$ cat src/rtl/nand_ecc_pkg.sv
`timescale 1ns/1ps
package nand_ecc_pkg;
    localparam int LOG2_MIN = 8;
    localparam int LOG2_MAX = 13;
    localparam int COL_W    = 6;
    localparam int CODE_W   = COL_W + 2 * LOG2_MAX;
    localparam int LG_W     = $clog2(LOG2_MAX + 1);
    localparam int CNT_W    = LOG2_MAX + 1;
    localparam int SEL_W    = 3;
    localparam int SEL_TOP  = LOG2_MAX - LOG2_MIN;

    typedef enum logic [1:0] {
        S_IDLE  = 2'd0,
        S_ACCUM = 2'd1,
        S_DONE  = 2'd2
    } ecc_state_t;

    // Maps the length select onto log2 of the block length in bytes.
    function automatic logic [LG_W-1:0] sel_to_lg(input logic [SEL_W-1:0] sel);
        if (sel > SEL_W'(SEL_TOP)) begin
            return LG_W'(LOG2_MAX);
        end
        return LG_W'(LOG2_MIN) + LG_W'(sel);
    endfunction
endpackage

$ cat src/rtl/ecc_lane_par.sv
`timescale 1ns/1ps
// Parity contribution of a single byte lane: column parity over its bit
// positions and row parity steered by its index inside the block.
module ecc_lane_par
    import nand_ecc_pkg::*;
(
    input  logic [7:0]          lane_byte,
    input  logic [LOG2_MAX-1:0] byte_idx,
    input  logic [LG_W-1:0]     blk_lg,
    output logic [CODE_W-1:0]   contrib
);
    logic byte_par;

    assign byte_par = ^lane_byte;

    // Column pairs: even/odd bits, pairs of bits, nibbles.
    assign contrib[0] = lane_byte[0] ^ lane_byte[2] ^ lane_byte[4] ^ lane_byte[6];
    assign contrib[1] = lane_byte[1] ^ lane_byte[3] ^ lane_byte[5] ^ lane_byte[7];
    assign contrib[2] = lane_byte[0] ^ lane_byte[1] ^ lane_byte[4] ^ lane_byte[5];
    assign contrib[3] = lane_byte[2] ^ lane_byte[3] ^ lane_byte[6] ^ lane_byte[7];
    assign contrib[4] = ^lane_byte[3:0];
    assign contrib[5] = ^lane_byte[7:4];

    // Row pairs, one per index bit; pairs beyond the block length stay 0.
    for (genvar k = 0; k < LOG2_MAX; k++) begin : g_row
        logic in_blk;
        assign in_blk = (LG_W'(k) < blk_lg);
        assign contrib[COL_W + 2*k]     = in_blk & byte_par & ~byte_idx[k];
        assign contrib[COL_W + 2*k + 1] = in_blk & byte_par &  byte_idx[k];
    end
endmodule

$ cat src/rtl/ecc_seq.sv
`timescale 1ns/1ps
// Block sequencer: length capture, byte counting and the IDLE/ACCUM/DONE FSM.
module ecc_seq
    import nand_ecc_pkg::*;
#(
    parameter int LANES = 1
) (
    input  logic                clk,
    input  logic                rst_n,
    input  logic                ecc_en,
    input  logic                hit,
    input  logic [SEL_W-1:0]    len_sel,
    output logic                accept,
    output logic [LOG2_MAX-1:0] byte_base,
    output logic [LG_W-1:0]     blk_lg,
    output logic                blk_done,
    output ecc_state_t          state
);
    ecc_state_t       state_q, state_d;
    logic [CNT_W-1:0] cnt_q, cnt_nxt, blk_len;
    logic [LG_W-1:0]  lg_q, lg_eff;
    logic             last_byte;

    always_comb begin
        lg_eff    = (state_q == S_IDLE) ? sel_to_lg(len_sel) : lg_q;
        blk_len   = CNT_W'(1) << lg_eff;
        accept    = ecc_en && (state_q != S_DONE) && hit;
        cnt_nxt   = cnt_q + CNT_W'(LANES);
        last_byte = accept && (cnt_nxt == blk_len);
    end

    // Next-state logic
    always_comb begin
        state_d = state_q;
        unique case (state_q)
            S_IDLE:  if (ecc_en) state_d = last_byte ? S_DONE : S_ACCUM;   // start
            S_ACCUM: if (!ecc_en) state_d = S_IDLE;                        // abort
                     else if (last_byte) state_d = S_DONE;                  // finish
            S_DONE:  if (!ecc_en) state_d = S_IDLE;                        // release
            default: state_d = S_IDLE;
        endcase
    end

    // State register
    always_ff @(posedge clk or negedge rst_n) begin
        if (!rst_n) state_q <= S_IDLE;
        else        state_q <= state_d;
    end

    // Count and captured length
    always_ff @(posedge clk or negedge rst_n) begin
        if (!rst_n) begin
            cnt_q <= '0;
            lg_q  <= LG_W'(LOG2_MIN);
        end else begin
            if (!ecc_en)     cnt_q <= '0;
            else if (accept) cnt_q <= cnt_nxt;
            if (state_q == S_IDLE) lg_q <= lg_eff;
        end
    end

    // Outputs
    always_comb begin
        blk_done  = (state_q == S_DONE);
        byte_base = cnt_q[LOG2_MAX-1:0];
        blk_lg    = lg_eff;
        state     = state_q;
    end

    a_r2_len_held: assert property (@(posedge clk) disable iff (!rst_n)
        (state_q != S_IDLE) && ecc_en |=> $stable(lg_q));
    a_r3_count_idle_without_hit: assert property (@(posedge clk) disable iff (!rst_n)
        ecc_en && !hit |=> $stable(cnt_q));
    a_r6_done_at_full_count: assert property (@(posedge clk) disable iff (!rst_n)
        (state_q == S_DONE) |-> (cnt_q == (CNT_W'(1) << lg_q)));
    a_r7_done_frozen: assert property (@(posedge clk) disable iff (!rst_n)
        (state_q == S_DONE) && ecc_en |=> (state_q == S_DONE) && $stable(cnt_q));
    a_r8_clear_restarts: assert property (@(posedge clk) disable iff (!rst_n)
        !ecc_en |=> (cnt_q == '0) && (state_q == S_IDLE));
endmodule

$ cat src/rtl/nand_ecc_acc.sv
`timescale 1ns/1ps
// Top: snoops data-area strobes and accumulates the Hamming row/column code.
module nand_ecc_acc
    import nand_ecc_pkg::*;
#(
    parameter int DATA_W = 8
) (
    input  logic              clk,
    input  logic              rst_n,
    input  logic              ecc_en,
    input  logic [2:0]        len_sel,
    input  logic              bank_act,
    input  logic              data_area,
    input  logic              rd_stb,
    input  logic              wr_stb,
    input  logic [DATA_W-1:0] bus_data,
    output logic [31:0]       code_out,
    output logic              code_valid
);
    localparam int LANES = DATA_W / 8;

    logic                hit, accept, blk_done;
    logic [LOG2_MAX-1:0] byte_base;
    logic [LG_W-1:0]     blk_lg;
    ecc_state_t          seq_state;
    logic [CODE_W-1:0]   lane_c [LANES];
    logic [CODE_W-1:0]   word_c, code_q;

    assign hit = (rd_stb | wr_stb) & bank_act & data_area;

    ecc_seq #(.LANES(LANES)) u_seq (
        .clk       (clk),
        .rst_n     (rst_n),
        .ecc_en    (ecc_en),
        .hit       (hit),
        .len_sel   (len_sel),
        .accept    (accept),
        .byte_base (byte_base),
        .blk_lg    (blk_lg),
        .blk_done  (blk_done),
        .state     (seq_state)
    );

    // One parity lane per byte of the bus; lane 0 is the low byte.
    for (genvar l = 0; l < LANES; l++) begin : g_lane
        ecc_lane_par u_par (
            .lane_byte (bus_data[8*l +: 8]),
            .byte_idx  (byte_base + LOG2_MAX'(l)),
            .blk_lg    (blk_lg),
            .contrib   (lane_c[l])
        );
    end

    always_comb begin
        word_c = '0;
        for (int l = 0; l < LANES; l++) word_c ^= lane_c[l];
    end

    always_ff @(posedge clk or negedge rst_n) begin
        if (!rst_n)      code_q <= '0;
        else if (!ecc_en) code_q <= '0;
        else if (accept) code_q <= code_q ^ word_c;
    end

    assign code_valid = blk_done;
    assign code_out   = code_valid ? 32'(code_q) : 32'd0;

    a_r5_upper_rows_zero: assert property (@(posedge clk) disable iff (!rst_n)
        (seq_state != S_IDLE) |-> ((code_q >> (COL_W + 2 * int'(blk_lg))) == '0));
    a_r8_code_cleared: assert property (@(posedge clk) disable iff (!rst_n)
        !ecc_en |=> (code_q == '0) && !code_valid);
    a_r7_code_frozen: assert property (@(posedge clk) disable iff (!rst_n)
        code_valid && ecc_en |=> $stable(code_q));
    a_r3_code_idle_without_hit: assert property (@(posedge clk) disable iff (!rst_n)
        ecc_en && !hit |=> $stable(code_q));
endmodule

$ cat config.mk
export PLATFORM = sky130hd
export DESIGN_NAME = nand_ecc_acc
export DESIGN_NICKNAME = d
export VERILOG_FILES = /design/src/rtl/nand_ecc_pkg.sv /design/src/rtl/ecc_lane_par.sv /design/src/rtl/ecc_seq.sv /design/src/rtl/nand_ecc_acc.sv
export SDC_FILE = /design/constraint.sdc
export NUM_CORES = 1
export LEC_CHECK = 0
export BUFFER_PORTS_ARGS = -buffer_cell sky130_fd_sc_hd__buf_4
export CELL_PAD_IN_SITES_DETAIL_PLACEMENT = 2
export CELL_PAD_IN_SITES_GLOBAL_PLACEMENT = 2
export CORE_ASPECT_RATIO = 1.5
export CORE_MARGIN = 2
export CORE_UTILIZATION = 25
export CTS_CLUSTER_SIZE = 25
export DETAILED_ROUTE_END_ITERATION = 7
export PLACE_DENSITY = 0.66
export SETUP_SLACK_MARGIN = 0.05
export SKIP_CTS_REPAIR_TIMING = 1
export SLEW_MARGIN = 5
export SYNTH_ARGS = -nofsm -noshare
export SYNTH_HDL_FRONTEND = slang
export SYNTH_HIERARCHICAL = 1
export SYNTH_SLANG_ARGS = --single-unit
$ cat constraint.sdc
create_clock -name clk -period 6.88 [get_ports clk]
set_input_delay 0.344 -clock clk [delete_from_list [all_inputs] [get_ports clk]]
set_output_delay 0.344 -clock clk [all_outputs]
set_load 0.05 [all_outputs]
Yosys cells after proc, flatten, opt, wreduce, memory -nomap -nowiden
Index checks and enable logic that the tools add are counted.
- flip-flop bits (word level): 52
- output and inout bits: 33
- logic and storage cells: 120
- $add $sub $neg: 2
- $lt $le $gt $ge: 14
- equality and inequality tests: 8
- shifts and indexed selects: 1
- mux-type cells: 15
- bitwise gates (word level): 68
- reduce and logical (&&, ||, !) cells: 8
- operators by type and width (kind ; count):
    two-way mux 32 bit ; 3
    AND 1 bit ; 41
    XOR 32 bit ; 1
    two-way mux 14 bit ; 2
    less-than comparator 4 bit (first input constant) ; 5
    less-than comparator 3 x 4 -> 1 bit (first input constant) ; 4
    adder 14 x 1 -> 14 bit (second input constant) ; 1
    equality test 14 bit ; 1
    << shifter 1 x 4 -> 14 bit (first input constant) ; 1
    inverter 1 bit ; 13
    two-way mux 4 bit ; 3
    XOR 1 bit ; 12
    two-way mux 2 bit ; 5
    less-than comparator 1 x 4 -> 1 bit (first input constant) ; 2
    less-than comparator 2 x 4 -> 1 bit (first input constant) ; 2
    XOR reduction 4 bit ; 2
    XOR reduction 8 bit ; 1
    != test 2 bit (second input constant) ; 3
    case mux 2 bit (3 select lines) ; 1
    adder 4 x 3 -> 4 bit (first input constant) ; 1
    > comparator 3 bit (second input constant) ; 1
    logical AND 1 bit ; 3
    != test 3 x 2 -> 1 bit (second input constant) ; 1
    AND reduction 3 bit ; 1
    6 further kinds ; 6

Depth between registers and ports, before layout
- word-level depth: 10
- depth in mapped cells: 11

Cells and area by module
The synthesis kept the hierarchy.
- by module, submodules not included (module ; instances ; cells an instance ; area each (µm²)):
    nand_ecc_acc ; 1 ; 205 ; 1963.1
    ecc_seq ; 1 ; 216 ; 1783.0
    ecc_lane_par ; 1 ; 64 ; 500.5

Worst setup path before layout
OpenSTA, ideal clock, no wires.
- path type: reg2reg
- start point: reg u_seq.cnt_q[0]
- end point: reg u_seq.state_q[1], in the netlist u_seq/state[1]
- setup time: 0.092 ns
- data arrival time: 2.446 ns
- setup slack: 4.342 ns
- stages on the path, launching flop included: 8
- cell sequence: dfrtp_1 ha_1 nand3_4 or4_4 a2111oi_4 o21ai_2 a2111o_1 o31ai_2
- word-level cells in the longest chain between the ends: 6
- elaborated cells between the ends (all ways): 8
- those cells by class: add/sub (1); eq/ne (2); mux (3); reduce/logical (2)
- ends and longest elaborated chain (what ; line ; source):
    start: declaration ; ecc_seq.sv:20 ; logic [CNT_W-1:0] cnt_q, cnt_nxt, blk_len;
    start signal: assignment ; ecc_seq.sv:57 ; else if (accept) cnt_q <= cnt_nxt;
    adder 14 x 1 -> 14 bit * ; ecc_seq.sv:28 ; cnt_nxt = cnt_q + CNT_W'(LANES);
    equality test 14 bit * ; ecc_seq.sv:29 ; last_byte = accept && (cnt_nxt == blk_len);
    logical AND 1 bit * ; ecc_seq.sv:29 ;
    two-way mux 2 bit (2 in a row) ; ecc_seq.sv:36 ; S_IDLE: if (ecc_en) state_d = last_byte ? S_DONE : S_ACCUM;
    case mux 2 bit (3 select lines) ; ecc_seq.sv:35 ; unique case (state_q)
    end signal: assignment ; ecc_seq.sv:47 ; else state_q <= state_d;
    end: declaration ; ecc_seq.sv:19 ; ecc_state_t state_q, state_d;
Every way passes the cells marked *; elsewhere a longest branch is shown, timed or not. The select of a mux whose other input is x is not followed.
A chain may end at the register's enable or synchronous reset.

Final worst setup path
Ends and elaborated chain as after synthesis.

==> flow_summary_export.csv <==
group,metric,value,unit
run,cap_viol_max_count,0,
finish,finish.utilization,28.8,%
routing,drt_iter0_drc,138,
routing,top_layer,"met4",
timing,hold_violations,0,
finish,stdcell_count,716,
floorplan,die_h,164,µm
worst_setup_path,reg2reg_to,"u_seq/state[1]",
clocking,ctsLongestPathBuffers,2,
timing,fin_setup_tns,0,ns
timing,max_freq,347,MHz
finish,diodes,0,
clocking,htreeDepth,2,
floorplan,dieArea,18100,µm²
clocking,path_clk_slew,0.08,ns
power,p_leak,2.16,nW
routing,wl_met2,6.94,mm
worst_setup_path,path_class,"reg2reg",
global_routing,antenna_found_initial,0,
clocking,clkLatencyLatePin,0.30,ns
worst_setup_path,required,7.10,ns
power,total_power,0.796,mW
finish,areaGrowthSynthToFinish,13.3,%
routing,drt_pass1_iterations,4,
clocking,cts_buffers,5,
routing,drcViolationCount,0,
synth,synthArstFlopShare,100,%
place,dp.cells,708,
power,powerDensity,165,nW/µm²
place,port_buffers,50,
place,pre_cts_ws,3.75,ns
timing,setup_violations,0,
routing,wl_met1,5.24,mm
floorplan,die_x,110,µm
synth,syn_area,4250,µm²
worst_setup_path,reg2reg_depth,7,
place,routabilityCongestion,0.867,
worst_setup_path,critPathLaunchType,"register",
routing,wl_met3,286,µm
synth,yosysUniqueCellTypes,63,
worst_setup_path,reg2reg_slack,4.00,ns
worst_setup_path,regToRegStartpoint,"u_seq/cnt_q[0]",
worst_setup_path,end_kind,"register",
power,ir_drop,0.0867,mV
floorplan,io_pins,51,
synth,avgSynthCellArea,8.76,µm²
synth,ys.flop_type,"dfrtp_1",
routing,wl_per_cell,17.8,µm
timing,maxSlewHeadroom,38.6,%
timing,tightest_slew,0.922,ns
place,post-dp-hpwl,9.29,mm
global_routing,grt.total_usage,14.5,%
floorplan,coreArea,16700,µm²
timing,period_share,41.9,%
global_routing,grt_pass1_vias,3983,
global_routing,grt_pass1_wl,21.3,mm
run_status,outcome,"finished, final reports clean",
worst_setup_path,critPathArrivalTime,3.10,ns
clocking,cts_tree,"yes",
clocking,clock-root-buffer,"clkbuf_16",
synth,synth_seq_cells,52,
finish,final_nets,524,
synth,yosys_warnings,6,
finish,drive_above_1_share,23.1,%
finish,fin_area,4810,µm²
synth,yosysSeqAreaShare,30.7,%
min_path,worstHoldPathType,"in2async",
timing,period_needed,2.88,ns
global_routing,grt_max_degree,67,
synth,synth-edff-count,0,
timing,rsz0062_at_grt,"no",
timing,setup_ws,4.00,ns
synth,synth_cells,485,
floorplan,num_rows,58,
routing,viasPerCell,5.07,
timing,clock_skew,0.0105,ns
timing,slew_violations,0,
synth,syn_nets,504,
global_routing,grt-ovfl-total,0,
clocking,cts.sinks,52,
routing,num_vias,3627,
place,place_area,4640,µm²
worst_setup_path,crit_fanout,10,
routing,wirelength,12.7,mm
timing,hold-worst-slack,0.101,ns
routing,ant_nets,0,
floorplan,start_util,25.4,%
[critical path, stage by stage (launching register included)]
cell       delay, ns
dfrtp_1         0.56
ha_1            0.36
nand3_4         0.19
or4_4           0.60
a2111oi_4       0.37
o21ai_2         0.10
a2111o_1        0.40
o31ai_2         0.23
[logic make-up after synthesis]
kind of cell | synth area share (%)
AND/OR/NAND/NOR | 34.4
AO/OA/AOI/OAI | 11.7
flip-flops | 30.7
buffers and inverters | 7.63
XOR/XNOR | 7.84
multiplexers | 7.54
adder cells (fa/ha/maj) | 0.295
[synthesized netlist by cell type, types with 7 or more instances]
cell type	n	share of area (%)
nand2_1	53	4.7
dfrtp_1	51	30
and2_1	33	4.9
mux2i_1	32	7.5
nand2_2	30	4.4
nand2b_1	30	4.4
nor2_1	24	2.1
xnor2_1	18	3.7
nor3_1	14	1.7
a21oi_1	13	1.5
buf_4	13	2.3
clkbuf_1	11	0.97
nand4_1	11	1.6
o21ai_0	11	1.3
buf_2	10	1.2
xor2_1	10	2.1
inv_1	9	0.80
or3_1	8	1.2
nor3b_2	7	2.1
or2b_1	7	1.2
[final cells by class]
type | instances | area [µm²]
Fill cell | 1932 | 11900
Multi-Input combinational cell | 382 | 2630
Sequential cell | 52 | 1300
Timing Repair Buffer | 54 | 405
Tap cell | 210 | 263
Clock buffer | 6 | 139
Clock inverter | 2 | 38.8
Inverter | 10 | 37.5
[how the worst max path moves through the flow]
stage,from,to,cells past startpoint
2_1_floorplan,u_seq/cnt_q[0],u_seq/state[1],7
3_5_place_dp,ecc_en,u_seq/state[0],7
4_1_cts,u_seq/cnt_q[0],u_seq/state[1],7
5_1_grt,ecc_en,u_seq/state[0],7
3_3_place_gp,ecc_en,u_seq/state[1],7
6_report,u_seq/cnt_q[0],u_seq/state[1],7
[flip-flops by register name, summed over array words and instances (netlist names)]
name / count
u_seq/state: 2
u_seq/cnt_q: 14
u_seq/lg_q: 4
code_q: 32
[per-layer routing]
layer / GRT usage (%) / vias up
met2: 28.0 / 60
met5: 0 / -
met4: 4.26 / 0
met3: 1.82 / 17
met1: 16.6 / 1851
li1: - / 1699
[layout by cell type (no fill, tap or decap), drive strengths merged, types with 9 or more instances in the layout]
| cell | instances |
|---|---|
| mux2i | 32 |
| nor3b | 11 |
| xor2 | 12 |
| dfrtp | 51 |
| nor2 | 24 |
| xnor2 | 20 |
| and2 | 33 |
| nor3 | 18 |
| inv | 9 |
| buf | 54 |
| nand2b | 30 |
| nand4 | 11 |
| a21oi | 13 |
| nand2 | 83 |
| o21ai | 12 |
[power breakdown]
| group | internal, mW | total, mW | switching (mW) |
|---|---|---|---|
| Clock | 0.183 | 0.311 | 0.128 |
| Sequential | 0.314 | 0.326 | 0.0124 |
| Combinational | 0.0558 | 0.159 | 0.103 |
Power figures use the tool's default switching activity.
